[src/rtl/hitmiss_monitor.sv]
module hitmiss_monitor #(
  parameter int WIDTH = 32
) (
  input  logic             clk,
  input  logic             rst,
  input  logic             ctl_wr,
  input  logic [3:0]       ctl_wdata,
  output logic [3:0]       ctl_q,
  input  logic             hit_evt,
  input  logic             miss_evt,
  output logic [WIDTH-1:0] hit_count,
  output logic [WIDTH-1:0] miss_count
);
  localparam logic [WIDTH-1:0] TOP = '1;

  logic [1:0]       evt;
  logic [WIDTH-1:0] cnt [2];

  assign evt        = {miss_evt, hit_evt};
  assign hit_count  = cnt[0];
  assign miss_count = cnt[1];

  always_ff @(posedge clk) begin
    if (rst)         ctl_q <= 4'b0000;
    else if (ctl_wr) ctl_q <= ctl_wdata;
  end

  for (genvar i = 0; i < 2; i++) begin : g_ctr
    logic run, hold, bump;
    assign run  = ctl_q[i];
    assign hold = ctl_q[i+2];
    assign bump = run && evt[i] && (cnt[i] != TOP);

    always_ff @(posedge clk) begin
      if (rst || hold) cnt[i] <= '0;
      else if (bump)   cnt[i] <= cnt[i] + 1'b1;
    end
  end
endmodule

[config.mk]
export PLATFORM = sky130hd
export DESIGN_NAME = hitmiss_monitor
export DESIGN_NICKNAME = d
export VERILOG_FILES = /design/src/rtl/hitmiss_monitor.sv
export SDC_FILE = /design/constraint.sdc
export NUM_CORES = 1
export LEC_CHECK = 0
export BUFFER_PORTS_ARGS = -buffer_cell sky130_fd_sc_hd__clkbuf_2
export CORE_UTILIZATION = 30
export CTS_BUF_LIST = sky130_fd_sc_hd__clkbuf_4
export DETAILED_ROUTE_END_ITERATION = 8
export PLACE_DENSITY = 0.51
export REMOVE_ABC_BUFFERS = 1
export SYNTH_ARGS = -nofsm -noshare
export SYNTH_HDL_FRONTEND = slang
export SYNTH_SLANG_ARGS = --single-unit
[constraint.sdc]
create_clock -name clk -period 4 [get_ports clk]
set_input_delay 0.2 -clock clk [delete_from_list [all_inputs] [get_ports clk]]
set_output_delay 0.2 -clock clk [all_outputs]
set_load 0.1 [all_outputs]
Yosys cells after proc, flatten, opt, wreduce, memory -nomap -nowiden
Memory sizes are Yosys's and may differ from the RTL's.
Index checks and enable logic that the tools add are counted.
{ "word_totals": {"regBits": 4, "mem_bits_rw": 64, "inputBits": 9, "memories": 1} }
{ "op_classes": {"n_addsub": 2, "eq_ne": 2, "n_mux": 12, "n_bitwise": 2, "n_reduce_logical": 6} }
{ "memory_table": {"columns": ["name", "depth", "word_bits", "read_ports", "rd_clocked_by_memory_dff", "write_ports", "line", "source"], "rows": [
  ["cnt", 2, 32, 2, 0, 2, "17", "logic [WIDTH-1:0] cnt [2];"]
]} }
{ "ops": {"columns": ["operator", "n"], "rows": [
  ["$add 32x1->32 const B", 2],
  ["$mux 32", 2],
  ["$ne 32x32->1 const B", 2],
  ["$mux 1", 10],
  ["$logic_and 1x1->1", 4],
  ["$logic_or 1x1->1", 2],
  ["$or 1x1->1", 2]
]} }

Logic depth before layout (Yosys ltp)
{ "logic_depth": {"depth_word": 6, "mapped_depth": 8, "mapped_depth_nobuf": 6} }

Least setup slack after synthesis
Ideal clock, no wire load.
{ "synth_path": {"kind": "reg-to-reg", "start": "memory cnt[0][0]", "end": "memory cnt[0][0] (enable)", "setup_ps": 466, "t_arrival_ps": 4238, "path_slack_ps": -703, "stages_incl_launch_ff": 8, "path_buffers": 1, "cell_sequence": "edfxtp_1 -> ha_1 -> and4_1 -> clkbuf_1 -> and4_1 -> nand2b_1 -> nor2_1 -> o21ai_0"} }
{ "synth_rtl": {"columns": ["element", "line"], "rows": [
  ["start: declaration", "17"]
]} }

==> summary.txt <==
Global route
  – Largest net degree at the start of global routing: 33
  – Vias in the first global route: around 2800
  – Initial antenna violation count: 0
  – Total grt overflow: 0
  – First-pass GRT wire length: 14600 um
  – Global-route usage over all layers: 0.148

Synth
  – Yosys top cell area share: 0.516
  – Number of synthesized flops with an enable pin: 64
  – Synth Flop Type: edfxtp_1
  – Sequential area share after synthesis: 0.537
  – Post-synth cell types: 36
  – Cells after Synth: between 300 and 400
  – Avg Inst Size Synth: 10.5 um2
  – Area leader, netlist: edfxtp_1
  – Synth warnings: 0
  – Async SR Flop Fraction: 0
  – Yosys reg bits: between 60 and 70
  – Cell Area, Synth: 3720 um2
  – Top cells by area, synth: edfxtp_1 (52%), nor2_1 (7.9%), xnor2_1 (7.3%)

Cells and area
  – Design area: ~4400 um2
  – Syn-to-layout area delta: 18.9%
  – Share of cells above drive strength 1: 0.233
  – Nets: 448
  – Sequential cell area: ~2000 um2
  – Non-Filler Instances: 610
  – # diodes: 0
  – Multi-input logic area: 1650 um2
  – # fillers: 1219
  – Final core occ: 0.367

Place
  – Final GP Congestion: 0.781
  – Placed Area: around 4300 um2
  – Setup Slack @ Placement: 1.15 ns
  – Dpl cells: 590
  – DP HPWL: 6320 um
  – Port bufs: between 70 and 80

Power
  – Worst VDD drop: a little under 0.0002 V
  – Leak pwr: 0.00153 uW
  – PD cells: between 300 and 400 nW/um2

CTS
  – TritonCTS Sinks: 68
  – Root Buffer: clkbuf_4
  – Inserted Clock Buffers: 9
  – CTS tree: built
  – Skew-Pair Late Insertion Delay: 0.44 ns
  – # hold bufs at CTS: 4
  – CTS H-Tree Depth: 3
  – Resized cells post-CTS: 0
  – Clock tree buffer depth: 2
  – Post-CTS setup buffers: 0
  – Clk pin slew, worst setup/hold paths: 0.12 ns

Drt
  – DRT antenna net count: 0
  – Routed Wire Length: between 9000 and 10000 um
  – WL per Instance: 14.9 um
  – Via count: 2964
  – Drt drc: 0
  – Initial DRC Count: 192
  – Via density: 4.86
  – First-pass DRT Iterations: 4

Timing
  – Final setup margin: 1.16 ns
  – Achievable clock frequency: 0.353 GHz
  – RSZ-0062 raised after global routing: false
  – Final setup viols: 0
  – Final max-slew violation count: 0
  – Setup TNS: 0 ns
  – Final cycle utilization of the critical path: 0.709
  – Final Skew: about 0.02 ns
  – Slew @ Worst Pin: 1.09 ns
  – Slew margin rel.: 0.276
  – Crit path time final: 2.84 ns
  – Final Hold Viols: 0

Worst setup path
  – CP max FO: 25
  – CP Launch Type: register
  – Crit path required time: 4.14 ns
  – CP Capture Type: register
  – CP Class: register to register
  – Worst endpoint data arrival time: just under 3 ns
  – Worst r2r src: cnt[0][0]$_SDFFCE_PN0P_
  – Launch point of the critical path: cnt[0][0]$_SDFFCE_PN0P_

Floorplan
  – Die X-Extent: 113 um
  – Starting density of the core: 0.309
  – Area of the core: between 10000 and 15000 um2
  – Die area: 12900 um2
  – Row Count: 40
  – I/O Pins: 77
  – Die Y: 113 um

Hold path
  – Hold WC Path Type: input pin to register
  – Min-delay src: rst

Run status
  – Status: completed

Run
  – Max-cap violations: 0
synth_stat cells, types with 5 or more instances:
master	count
and4_1	10
buf_2	5
clkbuf_1	6
edfxtp_1	64
inv_1	5
nand2_1	24
nand3_1	25
nand4_1	21
nor2_1	78
nor3_1	16
xnor2_1	31
xor2_1	26
critical path, cell delays in order, from the launching register on:
cell	delay (ns)
edfxtp_1	0.43
ha_1	0.22
and4_1	0.35
and4_1	0.36
nand2b_1	0.18
o21ai_2	0.87
nor2_1	0.13
state kept, by name (all words and copies together), names as in the netlist:
signal / flops
cnt: 64
ctl_q: 4
per-layer routing:
| metal | GRT usage | wire [um] | vias up |
|---|---|---|---|
| met5 | 0 | 0 | - |
| met4 | 0.0570 | 143 | 0 |
| met1 | 0.186 | 4190 | 1425 |
| met2 | 0.237 | 4280 | 78 |
| met3 | 0.0468 | 478 | 11 |
| li1 | - | - | 1450 |
where the power goes:
| group | internal, uW | switching [uW] |
|---|---|---|
| Sequential | 828 | 64.2 |
| Clock | 142 | 249 |
| Combinational | 64.3 | 389 |
layout by cell type, fill, tap and decap left out, types with 5 or more instances in the layout:
master    count
nor2_1       78
clkbuf_2     76
edfxtp_1     64
xnor2_1      31
xor2_1       26
nand3_1      25
nand2_1      24
nand4_1      21
nor3_1       16
clkbuf_4     12
and4_1       10
inv_1         5
kinds of logic after synthesis:
group           Yosys count  share of synthesized area
xor+xnor                 57                      0.134
flops                    68                      0.537
fa+ha+maj                 2                    0.00672
buf+inv                  17                     0.0208
simple gates            199                      0.275
mux                       4                     0.0107
compound gates            8                     0.0155
worst paths after layout:
kind,endpoint,slack [ns],depth (start not counted)
worst max-delay path,cnt[0][23]$_SDFFCE_PN0P_,1.16,6
worst min-delay path,ctl_q[0]$_SDFFE_PP0P_,0.02,2
worst max register to register,cnt[0][23]$_SDFFCE_PN0P_,1.16,6
worst min register to register,ctl_q[1]$_SDFFE_PP0P_,0.56,2
layout make-up:
cell class	count	area share
Inverter	5	0.00424
Clock buffer	12	0.0203
Tap cell	168	0.0475
Timing Repair Buffer	83	0.100
Sequential cell	68	0.452
Clock inverter	4	0.00367
Multi-Input combinational cell	270	0.372
stage by stage:
stage / hold WS, ns / power [uW]
after floorplan: 0.272 / 1280
after global placement: 0.446 / 1360
after detailed placement: 0.444 / 1360
after CTS: 0.00163 / 1750
after global routing: 0.0118 / 1800
final: 0.0232 / 1740
No activity file was read; power rests on OpenSTA's default activity.
